<file path="config.mk">
export PLATFORM = sky130hd
export DESIGN_NAME = vblank_timing_gen
export DESIGN_NICKNAME = d
export VERILOG_FILES = /design/src/rtl/vbt_pkg.sv /design/src/rtl/raster_counter.sv /design/src/rtl/vblank_status.sv /design/src/rtl/nmi_gen.sv /design/src/rtl/vblank_timing_gen.sv
export SDC_FILE = /design/constraint.sdc
export NUM_CORES = 1
export LEC_CHECK = 0
export BUFFER_PORTS_ARGS = -buffer_cell sky130_fd_sc_hd__clkbuf_2
export CORE_ASPECT_RATIO = 0.6
export CORE_MARGIN = 10
export CORE_UTILIZATION = 45
export DETAILED_ROUTE_END_ITERATION = 8
export PLACE_DENSITY = 0.72
export SYNTH_ARGS = -nofsm -noshare
export SYNTH_HDL_FRONTEND = slang
export SYNTH_HIERARCHICAL = 1
export SYNTH_SLANG_ARGS = --single-unit
</file>
<file path="constraint.sdc">
create_clock -name clk -period 1.6 [get_ports clk]
set_input_delay 0.08 -clock clk [delete_from_list [all_inputs] [get_ports clk]]
set_output_delay 0.08 -clock clk [all_outputs]
set_load 0.03 [all_outputs]
</file>
<file path="src/rtl/vbt_pkg.sv">
package vbt_pkg;

    typedef struct packed {
        logic vbl;
        logic hit;
        logic ovf;
    } stat_flags_t;

    typedef enum logic [1:0] {
        RD_NONE  = 2'd0,
        RD_EARLY = 2'd1,
        RD_LATE  = 2'd2
    } rd_mark_e;

    localparam int LOW_BITS = 5;

    function automatic logic [7:0] pack_status(stat_flags_t f, logic [LOW_BITS-1:0] low);
        return {f.vbl, f.hit, f.ovf, low};
    endfunction

endpackage

</file>
<file path="src/rtl/raster_counter.sv">
module raster_counter #(
    parameter int DOTS_PER_LINE   = 341,
    parameter int LINES_PER_FRAME = 262,
    parameter int CNT_W           = 9
) (
    input  logic             clk,
    input  logic             rst,
    input  logic             render_en,
    output logic [CNT_W-1:0] line,
    output logic [CNT_W-1:0] dot,
    output logic             odd
);
    localparam logic [CNT_W-1:0] LAST_DOT  = CNT_W'(DOTS_PER_LINE - 1);
    localparam logic [CNT_W-1:0] SKIP_DOT  = CNT_W'(DOTS_PER_LINE - 2);
    localparam logic [CNT_W-1:0] PRE_LINE  = CNT_W'(LINES_PER_FRAME - 1);

    logic on_pre;
    logic short_line;

    always_comb begin
        on_pre     = (line == PRE_LINE);
        short_line = on_pre && (dot == SKIP_DOT) && odd && render_en;
    end

    always_ff @(posedge clk) begin
        if (rst) begin
            line <= PRE_LINE;
            dot  <= '0;
            odd  <= 1'b0;
        end else if (short_line) begin
            line <= '0;
            dot  <= '0;
            odd  <= ~odd;
        end else if (dot == LAST_DOT) begin
            dot <= '0;
            if (on_pre) begin
                line <= '0;
                odd  <= ~odd;
            end else begin
                line <= line + 1'b1;
            end
        end else begin
            dot <= dot + 1'b1;
        end
    end
endmodule

</file>
<file path="src/rtl/vblank_status.sv">
module vblank_status
    import vbt_pkg::*;
#(
    parameter int LINES_PER_FRAME = 262,
    parameter int VBL_LINE        = 241,
    parameter int CNT_W           = 9
) (
    input  logic                clk,
    input  logic                rst,
    input  logic [CNT_W-1:0]    line,
    input  logic [CNT_W-1:0]    dot,
    input  logic                stat_rd,
    input  logic                ctrl_wr,
    input  logic [LOW_BITS-1:0] wr_low,
    input  logic                hit_set,
    input  logic                ovf_set,
    output stat_flags_t         flags,
    output logic [LOW_BITS-1:0] io_low,
    output logic                vbl_active,
    output rd_mark_e            rd_mark
);
    localparam logic [CNT_W-1:0] VBL_L = CNT_W'(VBL_LINE);
    localparam logic [CNT_W-1:0] PRE_L = CNT_W'(LINES_PER_FRAME - 1);

    logic on_vbl, at_set, at_clr;

    always_comb begin
        on_vbl = (line == VBL_L);
        at_set = on_vbl && (dot == CNT_W'(1));
        at_clr = (line == PRE_L) && (dot == CNT_W'(1));
    end

    always_ff @(posedge clk) begin
        if (rst) begin
            flags      <= '0;
            vbl_active <= 1'b0;
            rd_mark    <= RD_NONE;
            io_low     <= '0;
        end else begin
            if (at_clr) begin
                flags <= '0;
            end else begin
                if (at_set && !stat_rd) flags.vbl <= 1'b1;
                else if (stat_rd)       flags.vbl <= 1'b0;
                if (hit_set) flags.hit <= 1'b1;
                if (ovf_set) flags.ovf <= 1'b1;
            end

            if (at_clr)      vbl_active <= 1'b0;
            else if (at_set) vbl_active <= 1'b1;

            if (on_vbl) begin
                if (dot == CNT_W'(3))
                    rd_mark <= RD_NONE;
                else if (stat_rd && dot == CNT_W'(1))
                    rd_mark <= RD_EARLY;
                else if (stat_rd && dot == CNT_W'(2) && rd_mark == RD_NONE)
                    rd_mark <= RD_LATE;
            end

            if (ctrl_wr) io_low <= wr_low;
        end
    end
endmodule

</file>
<file path="src/rtl/nmi_gen.sv">
module nmi_gen
    import vbt_pkg::*;
#(
    parameter int VBL_LINE = 241,
    parameter int CNT_W    = 9
) (
    input  logic             clk,
    input  logic             rst,
    input  logic [CNT_W-1:0] line,
    input  logic [CNT_W-1:0] dot,
    input  logic             stat_rd,
    input  logic             ctrl_wr,
    input  logic             wr_enable,
    input  logic             vbl_flag,
    input  logic             vbl_active,
    input  rd_mark_e         rd_mark,
    output logic             nmi_en,
    output logic             nmi_req
);
    localparam logic [CNT_W-1:0] VBL_L = CNT_W'(VBL_LINE);

    logic frame_nmi, late_nmi;

    always_comb begin
        frame_nmi = (line == VBL_L) && (dot == CNT_W'(3)) && (rd_mark == RD_NONE)
                    && !stat_rd && vbl_flag && nmi_en;
        late_nmi  = ctrl_wr && wr_enable && !nmi_en && vbl_active && vbl_flag;
    end

    always_ff @(posedge clk) begin
        if (rst) begin
            nmi_en  <= 1'b0;
            nmi_req <= 1'b0;
        end else begin
            nmi_req <= frame_nmi || late_nmi;
            if (ctrl_wr) nmi_en <= wr_enable;
        end
    end
endmodule

</file>
<file path="src/rtl/vblank_timing_gen.sv">
module vblank_timing_gen
    import vbt_pkg::*;
#(
    parameter int  DOTS_PER_LINE   = 341,
    parameter int  LINES_PER_FRAME = 262,
    parameter int  VBL_LINE        = 241,
    localparam int CNT_W = $clog2((DOTS_PER_LINE > LINES_PER_FRAME) ? DOTS_PER_LINE : LINES_PER_FRAME)
) (
    input  logic             clk,
    input  logic             rst,
    input  logic             ctrl_wr,
    input  logic [7:0]       ctrl_wdata,
    input  logic             stat_rd,
    input  logic             render_en,
    input  logic             hit_set,
    input  logic             ovf_set,
    output logic [7:0]       stat_data,
    output logic             nmi_req,
    output logic [CNT_W-1:0] scanline,
    output logic [CNT_W-1:0] dot
);
    stat_flags_t         flags;
    logic [LOW_BITS-1:0] io_low;
    logic                vbl_active;
    logic                nmi_en;
    logic                odd_frame;
    rd_mark_e            rd_mark;

    raster_counter #(
        .DOTS_PER_LINE  (DOTS_PER_LINE),
        .LINES_PER_FRAME(LINES_PER_FRAME),
        .CNT_W          (CNT_W)
    ) u_raster (
        .clk      (clk),
        .rst      (rst),
        .render_en(render_en),
        .line     (scanline),
        .dot      (dot),
        .odd      (odd_frame)
    );

    vblank_status #(
        .LINES_PER_FRAME(LINES_PER_FRAME),
        .VBL_LINE       (VBL_LINE),
        .CNT_W          (CNT_W)
    ) u_status (
        .clk       (clk),
        .rst       (rst),
        .line      (scanline),
        .dot       (dot),
        .stat_rd   (stat_rd),
        .ctrl_wr   (ctrl_wr),
        .wr_low    (ctrl_wdata[LOW_BITS-1:0]),
        .hit_set   (hit_set),
        .ovf_set   (ovf_set),
        .flags     (flags),
        .io_low    (io_low),
        .vbl_active(vbl_active),
        .rd_mark   (rd_mark)
    );

    nmi_gen #(
        .VBL_LINE(VBL_LINE),
        .CNT_W   (CNT_W)
    ) u_nmi (
        .clk       (clk),
        .rst       (rst),
        .line      (scanline),
        .dot       (dot),
        .stat_rd   (stat_rd),
        .ctrl_wr   (ctrl_wr),
        .wr_enable (ctrl_wdata[7]),
        .vbl_flag  (flags.vbl),
        .vbl_active(vbl_active),
        .rd_mark   (rd_mark),
        .nmi_en    (nmi_en),
        .nmi_req   (nmi_req)
    );

    assign stat_data = pack_status(flags, io_low);
endmodule

</file>
# Word level (Yosys, flattened, before mapping)
# Index checks and enable logic that the tools add are counted.
dict set report totals {
  ff_bits 32
  input_bits 15
  out_inout_bits 27
  wordCells 64
}
dict set report op_classes {
  add_sub_neg 2
  eq_ne 7
  muxes 11
  n_bitwise 1
  n_reduce_logical 31
}
# operator n
set ops {}
lappend ops {{$eq 9x9->1 const B} 3}
lappend ops {{$mux 9} 3}
lappend ops {{$add 9x1->9 const B} 2}
lappend ops {{$eq 9x2->1 const B} 2}
lappend ops {{$logic_and 1x1->1} 18}
lappend ops {{$eq 9x1->1 const B} 1}
lappend ops {{$eq 9x8->1 const B} 1}
lappend ops {{$mux 2} 3}
lappend ops {{$reduce_bool 2->1} 3}
lappend ops {{$mux 1} 5}
lappend ops {{$reduce_and 2->1} 2}
lappend ops {{$reduce_or 2->1} 2}
lappend ops {{$reduce_bool 3->1} 1}
lappend ops {{$reduce_or 3->1} 1}
lappend ops {{$logic_not 1->1} 2}
lappend ops {{$logic_not 2->1} 1}
lappend ops {{$logic_or 1x1->1} 1}
lappend ops {{$not 1->1} 1}

# Longest topological paths before layout
# Gate-level depths: netlist of run 1.
dict set report depth {
  ltp_word 7
  ltp_mapped 7
  mapped_depth_nobuf 6
}

# Cells and area by module
# Netlist of run 1, hierarchy kept.
# mod instances cells_per_inst area_each_um2 seq_area_each_um2
set by_module_without_submodules {}
lappend by_module_without_submodules {raster_counter 1 109 972.2 380.4}
lappend by_module_without_submodules {vblank_status 1 51 551.8 220.2}
lappend by_module_without_submodules {nmi_gen 1 15 140.1 40.0}

# Least setup slack after synthesis of run 1
# OpenSTA, ideal clock, no wires.
dict set report synth_timing {
  path_type {register -> register}
  from {register u_raster.dot[4]}
  to {register u_raster.line[0]}
  setup_ns 0.120
  arrival_time_ns 1.900
  required_time_ns 1.480
  path_slack_ns -0.419
  path_stages_with_launch 7
  n_path_buf 2
  synth_period_minus_slack_ns 2.019
  cell_sequence {dfxtp_1 -> nand4bb_1 -> buf_2 -> or3b_1 -> buf_2 -> or2_1 -> a211o_1}
}
dict set report synth_between {
  elab_chain_cells 5
  word_cells_on_any_way 7
  cone_classes {eq/ne (2); mux (1); reduce/logical (4)}
}
# item line_no
set synth_rtl {}
lappend synth_rtl {{start, declared} raster_counter.sv:10} ;# output logic [CNT_W-1:0] dot,
lappend synth_rtl {{start signal, assigned} raster_counter.sv:43} ;# dot <= dot + 1'b1;
lappend synth_rtl {{$eq 9x9->1} raster_counter.sv:22} ;# short_line = on_pre && (dot == SKIP_DOT) && odd && render_en;
lappend synth_rtl {{$logic_and 1x1->1 (3 in series)} raster_counter.sv:22}
lappend synth_rtl {{$mux 9 / $reduce_bool 2->1 (equally long branches)} -}
lappend synth_rtl {{end signal, assigned} raster_counter.sv:40} ;# line <= line + 1'b1;
lappend synth_rtl {{end, declared} raster_counter.sv:9} ;# output logic [CNT_W-1:0] line,
# Several ways; a longest one is shown, not always the timed one.
# A chain may end at the register's enable or synchronous reset.

# Worst setup path in the final report of run 1
dict set report layout_timing {
  from {register u_raster.line[1]}
  to {register u_raster.line[1]}
}
dict set report layout_between {
  elab_chain_cells 5
  word_cells_on_any_way 7
  cone_classes {add/sub (1); eq/ne (1); mux (1); reduce/logical (4)}
}
# item
set layout_rtl {}
lappend layout_rtl {{parallel branches: the longest is 5 deep, another holds $add 9x1->9}}
# Several ways; the timed one is not identified.

==> results of run 1 <==
==> timing repair <==
item | 4_1_cts | 5_1_grt
gates resized for setup | 13 | 22
endpoints found under the setup margin | 24 | 24
hold endpoints to repair | 2 | 0
setup buffers | 2 | 5
pin swaps | 7 | 23
hold buffers | 2 | 0
==> worst max-delay path, stage by stage (launching register included) <==
cell and delay, ps:
dfxtp_2 330, inv_2 40, ha_4 140, nor4b_4 120, buf_4 150, buf_4 150, and2_4 140, or3_1 350
a21oi_1 150
==> final cells by class <==
cell class                      count  area, µm²
Multi-Input combinational cell    128       1130
Fill cell                         247        965
Sequential cell                    32        667
Timing Repair Buffer               73        467
Clock buffer                        5       68.8
Tap cell                           45       56.3
Inverter                            9       33.8
Clock inverter                      3       13.8
==> path summary, 6_finish.rpt <==
| check | from | endpoint | slack [ps] | cells after the start |
|---|---|---|---|---|
| setup / recovery | u_raster/line[1] | u_raster/line[1] | -50 | 8 |
| hold / removal | ctrl_wdata[2] | u_status/io_low[2] | 30 | 3 |
| setup reg to reg | u_raster/line[1] | u_raster/line[1] | -50 | 8 |
| hold reg to reg | u_status/flags[1] | u_status/flags[1] | 470 | 1 |
==> cells in the mapped netlist, drive strengths merged (2+ instances only) <==
library cell and count:
dfxtp 32, nor2 21, inv 9, mux2i 7
nand3 7, nand2 6, nor4 6, xnor2 6
xor2 6, nand4 5, a21oi 4, ha 4
nor3 4, o21a 4, or3 4, and4 3
and4b 3, buf 3, clkbuf 3, nand4b 3
nor4b 3, o21ai 3, a2111oi 2, a211o 2
and3 2, and4bb 2, nand2b 2, nor3b 2
o31ai 2, or2 2
==> registers in the layout (all words and copies together), names as in the netlist <==
register,count
u_raster/dot,9
u_nmi/nmi_req,1
u_raster/odd,1
u_status/flags,3
u_status/rd_mark,2
u_status/vbl_active,1
u_raster/line,9
u_status/io_low,5
u_nmi/nmi_en,1
==> metal layers <==
metal / global-route usage / part of all wire / wire (µm)
met2: 0.241 / 0.48 / 2680
met3: 0.0546 / 0.089 / 493
met1: 0.171 / 0.41 / 2280
met4: 0.0836 / 0.018 / 99
met5: 0 / 0 / 0
==> through the flow <==
| stage | utilization | hold WS, ps | area (µm²) | setup TNS (ps) |
|---|---|---|---|---|
| floorplan | - | 149 | 1700 | -1870 |
| global placement | 0.620 | 279 | 2110 | -174 |
| detailed placement | 0.620 | 292 | 2110 | -401 |
| CTS | 0.670 | 31.6 | 2280 | -115 |
| global route | 0.717 | 54.1 | 2440 | -988 |
| finish | 0.717 | 34.5 | 2440 | -126 |
==> logic make-up after synthesis <==
family	Yosys count
adder cells (fa/ha/maj)	4
XOR/XNOR	12
flip-flops	32
AO/OA/AOI/OAI	25
buffers and inverters	15
AND/OR/NAND/NOR	80
multiplexers	7
==> power groups by stage <==
stage               clock (W)  combinational [W]  sequential [W]
floorplan                   0          0.0000719        0.000885
global placement            0           0.000180        0.000847
detailed placement          0           0.000185        0.000848
CTS                  0.000619           0.000193        0.000831
global route         0.000651           0.000228        0.000832
finish               0.000612           0.000212        0.000830
==> implementation parameters, run 1 <==
Parameter                              Value

Yosys
  Combinational family with the most area after synthesis    simple AND/OR/NAND/NOR gates
  Simple-Gate Fraction of Synth Area    0.317
  Portion of netlist area occupied by mux cells    0.0421
  Synth Area in XOR/XNOR    0.0632
  Number of unique standard cell types used by synthesis    52
  Flip-flop and latch count after synthesis    32
  Nets in the synthesized netlist    roughly 190
  Compound-Gate Fraction of Synth Area    0.126
  Synth top area cells    dfxtp_1, nor2_1, mux2i_1, xnor2_1, xor2_1
  Cell area after synthesis    ~1700 µm²
  Synth warn    6
  Fraction of the yosys area taken by sequential cells    0.385
  Share of synthesized cell area in full adder, half adder and majority cells    0.0301
  Post-synthesis average cell area    approximately 9.5 µm²
  Count of mapped cells out of synthesis    175
  Top flip-flop cell by instance count after synthesis    dfxtp_1
  Count of flip-flops with a built-in enable after synthesis    0
  Async set-reset flop share out of synthesis    0
  Cell type with the largest total area after synthesis    dfxtp_1
  Top cell type's share of synthesized area    0.385

Clocking
  TritonCTS Sinks    32
  Master cell of the clock root buffer    clkbuf_8
  Clock transition at path regs    70 ps
  TritonCTS clock tree    done
  Max Buffers Root-to-Sink    2
  Clock latency at the later pin of the worst-skew pair    just under 300 ps
  Count of H-tree levels built during CTS    2
  Number of buffers created by CTS    5

Timing
  Achievable frequency    roughly 600 MHz
  Worst slew slack as a fraction of its limit    0.731
  Worst clock skew on the final layout    roughly 9 ps
  Final worst path period need    1650 ps
  Setup-violating endpoint count in the final report    6
  RSZ-0062 raised after global routing    true
  Worst setup margin    -54.7 ps
  Pins Over Slew Limit    0
  Worst-margin pin slew    between 400 and 500 ps
  Tcrit/Tclk final    1.03
  Total count of hold-check failures in the final report    0

Pwr
  Clock power share    0.370
  Sw frac    0.280
  VDD IR-drop max    0.000413 V
  Power density relative to cell area    between 600 and 700 nW/µm²
  Power, Total    0.00165 W
  Internal power component    0.00119 W
  Net load switching power    approximately 0.00046 W
  Combinational share of power    0.128
  Proportion of power drawn by flip-flops and latches    0.502
  Total leakage power    1.01 nW

Global route
  All-layer global routing usage    0.149
  Vias in the first global route    1743
  Largest net degree at the start of global routing    17
  First-pass GRT wire length    between 8000 and 9000 µm
  Number of antenna violations at the first check in global routing    0
  Total overflow reported by the global router    0

Place
  Estimated wirelength of the detail-placed design    roughly 3700 µm
  Port Buffer Count    39
  Total placed cells including tap cells    approximately 280
  Placer Congestion    around 0.86
  Pre-CTS setup slack    -67.6 ps

Finish
  NumNets Final    268
  Finished Layout Cells    just under 300
  Most used cells in the layout excluding fill and tap cells    clkbuf_2, buf_4, dfxtp_1
  Most common cell after layout, fill and taps aside    clkbuf_2
  Count of antenna diodes in the layout    0
  Layout-stage area growth over the synthesis result    46.5%
  Fraction of final layout cells sized beyond drive strength 1    0.496

Routing
  Routed length per placed instance    ~19 µm
  DR DRC count    0
  Drt first pass iters    4
  Post-detailed-route via-to-cell ratio    slightly below 6
  Via count    ~1700
  Routed wire length    5550 µm
  Routed Antenna Nets    0
  Number of DRC violations after detailed-routing iteration 0    124

Die
  Die area    about 6600 µm²
  Initial core utilization    0.489
  Width of the die    between 90 and 100 µm
  Top-level port count    between 40 and 50
  Core Area    between 3000 and 4000 µm²
  Count of standard-cell rows    16
  Vertical die dimension    67.1 µm

Job
  Maximum capacitance violations    0

Critical path
  Critical Path Start Type    register
  Maximum fanout count along the critical path    3
  Setup Crit Path Kind    reg2reg
  Worst path required time    between 1500 and 2000 ps
  Worst path arrival time    1870 ps
  Critical Path Sink Type    register

Hold path
  Hold crit path type    in2reg

Outcome
  Violations in the final reports    negative setup slack
  Outcome    finished, violations left
Power figures use the tool's default switching activity.
==> run 2, diff against run 1 <==
--- a/config.mk
+++ b/config.mk
@@ -10,7 +10,7 @@
 export CORE_MARGIN = 10
 export CORE_UTILIZATION = 45
 export DETAILED_ROUTE_END_ITERATION = 8
-export PLACE_DENSITY = 0.72
+export PLACE_DENSITY_LB_ADDON = 0.12
 export SYNTH_ARGS = -nofsm -noshare
 export SYNTH_HDL_FRONTEND = slang
 export SYNTH_HIERARCHICAL = 1
==> run 2 against run 1 <==
The run still ends with negative setup slack left. Global-route usage grew 0.39 points. Via count shrank 0.71%. Flip-flop and latch count is the same. Die area is the same. Sequential power is essentially flat. Count of clock-buffer cells in the layout is the same. Critical endpoint unchanged. Largest cell class unchanged. Highest routed layer unchanged.
==> implementation parameters, run 2 (synthesis gave the netlist of run 1 again) <==
Parameter                              Value

Place
  Placer Congestion    about 0.9
  Port Buffer Count    39
  Total placed cells including tap cells    between 200 and 300
  Estimated wirelength of the detail-placed design    between 3000 and 4000 µm

Critical path
  Worst Path Buf+Inv    1
  Slowest cell delay on critical path    ~340 ps
  Setup Crit Path Kind    reg2reg
  Cell Chain, Critical Path    nand4bb_1 > buf_4 > or2_4 > or3_1 > a21oi_1
  CP startpoint    u_raster/dot[3]
  Critical Path Start Type    register
  Critical Path Sink Type    register
  Worst reg2reg path startpoint    u_raster/dot[3]
  Worst path required time    1810 ps
  Cell with the largest stage delay on the worst path    dfxtp_4
  Maximum fanout count along the critical path    7
  Worst path arrival time    1880 ps
  Cell class contributing the biggest share of worst-path delay    simple AND/OR/NAND/NOR gates

Timing
  Setup-violating endpoint count in the final report    15
  Worst setup margin    -68.3 ps
  RSZ-0062 raised after global routing    true
  Smallest hold slack    roughly 25 ps
  Pins Over Slew Limit    0
  Total count of hold-check failures in the final report    0
  Final worst path period need    ~1700 ps
  Worst slew slack as a fraction of its limit    0.692
  Worst clock skew on the final layout    about 5.6 ps
  Tcrit/Tclk final    1.04
  Worst-margin pin slew    between 400 and 500 ps
  Achievable frequency    about 600 MHz

Global route
  Largest net degree at the start of global routing    17
  Total overflow reported by the global router    0
  First-pass GRT wire length    8220 µm
  All-layer global routing usage    0.153
  Vias in the first global route    between 1500 and 2000
  Number of antenna violations at the first check in global routing    0

Clocking
  Clock latency at the later pin of the worst-skew pair    ~290 ps
  Clock transition at path regs    about 70 ps
  Number of buffers created by CTS    5
  TritonCTS clock tree    done
  Count of H-tree levels built during CTS    2
  Master cell of the clock root buffer    clkbuf_8
  TritonCTS Sinks    32
  Max Buffers Root-to-Sink    2

Hold path
  Hold crit path type    in2reg
  Hold_sp    ctrl_wdata[2]

Routing
  Routed Antenna Nets    0
  Post-detailed-route via-to-cell ratio    ~5.7
  Number of DRC violations after detailed-routing iteration 0    114
  Routed wire length    ~5500 µm
  DR DRC count    0
  Routed length per placed instance    roughly 18 µm
  Via count    around 1700
  Drt first pass iters    4

Finish
  NumNets Final    271
  Finished Layout Cells    298
  Most common cell after layout, fill and taps aside    clkbuf_2
  Count of antenna diodes in the layout    0
  Largest registers    u_raster/dot x9, u_raster/line x9, u_status/io_low x5
  Fraction of final layout cells sized beyond drive strength 1    0.502
  Most used cells in the layout excluding fill and tap cells    clkbuf_2, buf_4, dfxtp_1
  Layout-stage area growth over the synthesis result    48.7%

Die
  Vertical die dimension    67.1 µm
  Top-level port count    42
  Width of the die    a little under 100 µm
  Count of standard-cell rows    16
  Initial core utilization    0.489
  Die area    about 6600 µm²
  Core Area    about 3400 µm²

Pwr
  Power density relative to cell area    about 740 nW/µm²
  Total leakage power    1.05 nW
  VDD IR-drop max    roughly 0.0007 V

Job
  Maximum capacitance violations    0

Outcome
  Outcome    finished, violations left
  Violations in the final reports    negative setup slack
## run 2: path summary, 6_finish.rpt
path	to	slack, ps	depth (start not counted)
worst max-delay path	u_raster/line[1]	-70	5
worst min-delay path	u_status/io_low[2]	30	3
worst max register to register	u_raster/line[1]	-70	5
worst min register to register	u_status/flags[1]	480	1
## run 2: final cells by class
| type | count | area, µm² |
|---|---|---|
| Fill cell | 251 | 928 |
| Inverter | 9 | 33.8 |
| Multi-Input combinational cell | 128 | 1120 |
| Clock inverter | 3 | 42.5 |
| Sequential cell | 32 | 666 |
| Timing Repair Buffer | 76 | 485 |
| Tap cell | 45 | 56.3 |
| Clock buffer | 5 | 68.8 |
## run 2: through the flow
step | TNS, ps | cell area, µm² | total power [W] | util | setup slack, ps
finish | -369 | 2470 | 0.00183 | 0.727 | -68.3
global route | -1110 | 2470 | 0.00190 | 0.727 | -107
CTS | -14.2 | 2330 | 0.00182 | 0.684 | -8.11
detailed placement | -287 | 2140 | 0.00104 | 0.629 | -75.9
floorplan | -1870 | 1700 | 0.000957 | - | -189
global placement | -29.7 | 2140 | 0.00103 | 0.629 | -14.5
## run 2: what timing repair did
action	CTS	global route
resized for setup	13	21
hold buffers	2	0
hold endpoints to repair	2	0
setup buffers	0	5
endpoints found under the setup margin	18	23
pin swaps	3	9
## run 2: power by group
group          leakage, nW  switching [W]  internal, W  total (W)
logic                0.732       0.000125    0.0000894   0.000214
registers            0.265      0.0000194     0.000812   0.000831
clock network       0.0541       0.000323     0.000461   0.000784
## run 2: layer usage
| layer | share of wire | track usage |
|---|---|---|
| met5 | 0 | 0 |
| met4 | 0.021 | 0.0623 |
| met3 | 0.077 | 0.0515 |
| met2 | 0.49 | 0.250 |
| met1 | 0.41 | 0.184 |
## run 2: tightest hold or removal path, stage by stage
cell and delay, ps:
clkbuf_2 70, mux2i_1 50, nor2_1 70
==> run 3, diff against run 2 <==
--- a/config.mk
+++ b/config.mk
@@ -8,7 +8,7 @@
 export BUFFER_PORTS_ARGS = -buffer_cell sky130_fd_sc_hd__clkbuf_2
 export CORE_ASPECT_RATIO = 0.6
 export CORE_MARGIN = 10
-export CORE_UTILIZATION = 45
+export CORE_UTILIZATION = 47
 export DETAILED_ROUTE_END_ITERATION = 8
 export PLACE_DENSITY_LB_ADDON = 0.12
 export SYNTH_ARGS = -nofsm -noshare
==> run 3 against run 2 <==
Largest power group unchanged. Via count is 2.9% lower. Largest cell class unchanged. Flip-flop and latch count stayed put. Clock power is 23% lower. The flow still finishes with violations (negative setup slack). Hold slack worse by 10 ps. Combinational power is 7% higher. Global-route usage is 0.78 points higher. Critical endpoint is now u_raster/line[8]. Setup slack better by 18 ps. Register-to-register slack better by 20 ps. Non-clock buffer count is 1 higher. Critical path type unchanged. Highest routed layer unchanged. Cell area is 0.56% lower.
==> implementation parameters, run 3 (synthesis gave the netlist of run 1 again) <==
Parameter                              Value

Outcome
  Outcome    finished, violations left
  Violations in the final reports    negative setup slack

Finish
  NumNets Final    272
  Largest registers    u_raster/dot x9, u_raster/line x9, u_status/io_low x5
  Most common cell after layout, fill and taps aside    clkbuf_2
  Count of filler cells inserted in the layout    between 200 and 300
  Count of antenna diodes in the layout    0
  Layout-stage area growth over the synthesis result    47.9%
  Most used cells in the layout excluding fill and tap cells    clkbuf_2, buf_4, dfxtp_1
  Fraction of final layout cells sized beyond drive strength 1    0.520
  Cell area after layout    ~2500 µm²

Critical path
  Setup Crit Path Kind    reg2reg
  Worst path required time    approximately 1800 ps
  Critical Path Sink Type    register
  Critical Path Start Type    register
  Number of cell instances on the worst register-to-register path    4
  Worst path arrival time    1830 ps
  Cell with the largest stage delay on the worst path    or3b_4
  Cell Chain, Critical Path    nand4bb_4 > or3b_4 > or2_4 > a211o_1
  Maximum fanout count along the critical path    4
  Slowest cell delay on critical path    440 ps

Routing
  Routed length per placed instance    approximately 17 µm
  Routed wire length    approximately 5200 µm
  Drt first pass iters    4
  Post-detailed-route via-to-cell ratio    roughly 5.5
  DR DRC count    0
  Via count    between 1500 and 2000
  Routed Antenna Nets    0
  Number of DRC violations after detailed-routing iteration 0    a little under 70

Pwr
  Clock power share    0.363
  Internal power component    roughly 0.0012 W
  Net load switching power    around 0.00046 W
  Power density relative to cell area    677 nW/µm²
  Combinational share of power    0.138
  Proportion of power drawn by flip-flops and latches    0.499
  VDD IR-drop max    about 0.00056 V
  Power, Total    roughly 0.0017 W
  Total leakage power    1.03 nW
  Sw frac    0.276

Clocking
  Max Buffers Root-to-Sink    2
  Clock transition at path regs    ~70 ps
  TritonCTS clock tree    done
  Clock latency at the later pin of the worst-skew pair    290 ps
  TritonCTS Sinks    32
  Number of buffers created by CTS    5
  Master cell of the clock root buffer    clkbuf_8
  Count of H-tree levels built during CTS    2

Timing
  Total count of hold-check failures in the final report    0
  Final worst path period need    approximately 1600 ps
  Worst slew slack as a fraction of its limit    0.748
  Worst-margin pin slew    378 ps
  Worst clock skew on the final layout    roughly 3.6 ps
  Setup-violating endpoint count in the final report    4
  Worst setup margin    -49.9 ps
  Pins Over Slew Limit    0
  Tcrit/Tclk final    1.03
  Achievable frequency    a little over 600 MHz
  RSZ-0062 raised after global routing    true

Hold path
  Hold crit path type    in2reg
  Instance count along the most critical hold path    2

Place
  Port Buffer Count    39
  Estimated wirelength of the detail-placed design    around 3900 µm
  Placed Area    approximately 2100 µm²
  Placer Congestion    0.909

Global route
  Number of antenna violations at the first check in global routing    0
  All-layer global routing usage    0.161
  First-pass GRT wire length    approximately 8500 µm
  Vias in the first global route    ~1700
  Largest net degree at the start of global routing    17
  Total overflow reported by the global router    0

Die
  Width of the die    slightly below 100 µm
  Vertical die dimension    around 66 µm
  Core Area    roughly 3300 µm²
  Initial core utilization    0.501
  Count of standard-cell rows    16
  Die area    ~6400 µm²
  Top-level port count    42

Job
  Maximum capacitance violations    0
run 3: cell types whose count changed in the layout (fill, tap and decap cells not counted), moves of 2 or more:
cell	previous run	this run
inv_2	1	3
inv_1	8	6
buf_6	2	4
nor2_2	5	3
nor2_1	13	15
run 3: layout make-up:
type	count	area, µm²	area share
clock buffers	5	68.8	0.0280
repair buffers	77	498	0.202
multi-input cells	128	1120	0.457
well taps	45	56.3	0.0229
inverters	9	33.8	0.0137
flip-flops and latches	32	666	0.270
clock inverters	3	13.8	0.00559
run 3: what timing repair did:
action | 4_1_cts | 5_1_grt
hold buffers | 1 | 0
endpoints found under the hold margin | 1 | 0
resized for setup | 11 | 28
setup endpoints to repair | 25 | 25
pin swaps | 3 | 18
buffers inserted | 0 | 6
run 3: stage by stage:
step / util / std cells / TNS, ps / worst slack, ps / hold slack, ps
after floorplan: - / 175 / -1870 / -189 / 149
after global placement: 0.646 / 284 / -25.4 / -9.69 / 278
after detailed placement: 0.646 / 284 / -656 / -86.7 / 289
after CTS: 0.691 / 293 / -154 / -45.8 / 7.71
after global routing: 0.741 / 299 / -807 / -85.1 / 13.5
final: 0.741 / 299 / -138 / -49.9 / 14.7
run 3: power by group through the flow:
stage                     sequential, W  combinational, W  clock [W]
final                          0.000832          0.000229   0.000605
after CTS                      0.000833          0.000197   0.000615
after global placement         0.000848          0.000182          0
after global routing           0.000834          0.000246   0.000649
after detailed placement       0.000850          0.000189          0
after floorplan                0.000885         0.0000719          0
run 3: layer usage:
layer,track usage,part of all wire,up-vias,routed length (µm)
li1,-,-,803,-
met1,0.199,0.47,799,2430
met2,0.260,0.47,34,2420
met3,0.0480,0.050,5,257
met4,0.0623,0.0093,0,48
met5,0,0,-,0
run 3: worst max-delay path, delay by kind of cell (launching register included):
family	cells	cell delay (ps)
AND/OR/NAND/NOR	3	930
AO/OA/AOI/OAI	1	260
flip-flops	1	340
run 3: worst paths after layout:
kind	startpoint	endpoint	slack, ps
max	u_raster/dot[5]	u_raster/line[8]	-50
min	hit_set	u_status/flags[1]	10
max reg2reg	u_raster/dot[5]	u_raster/line[8]	-50
min reg2reg	u_status/flags[0]	u_status/flags[0]	470
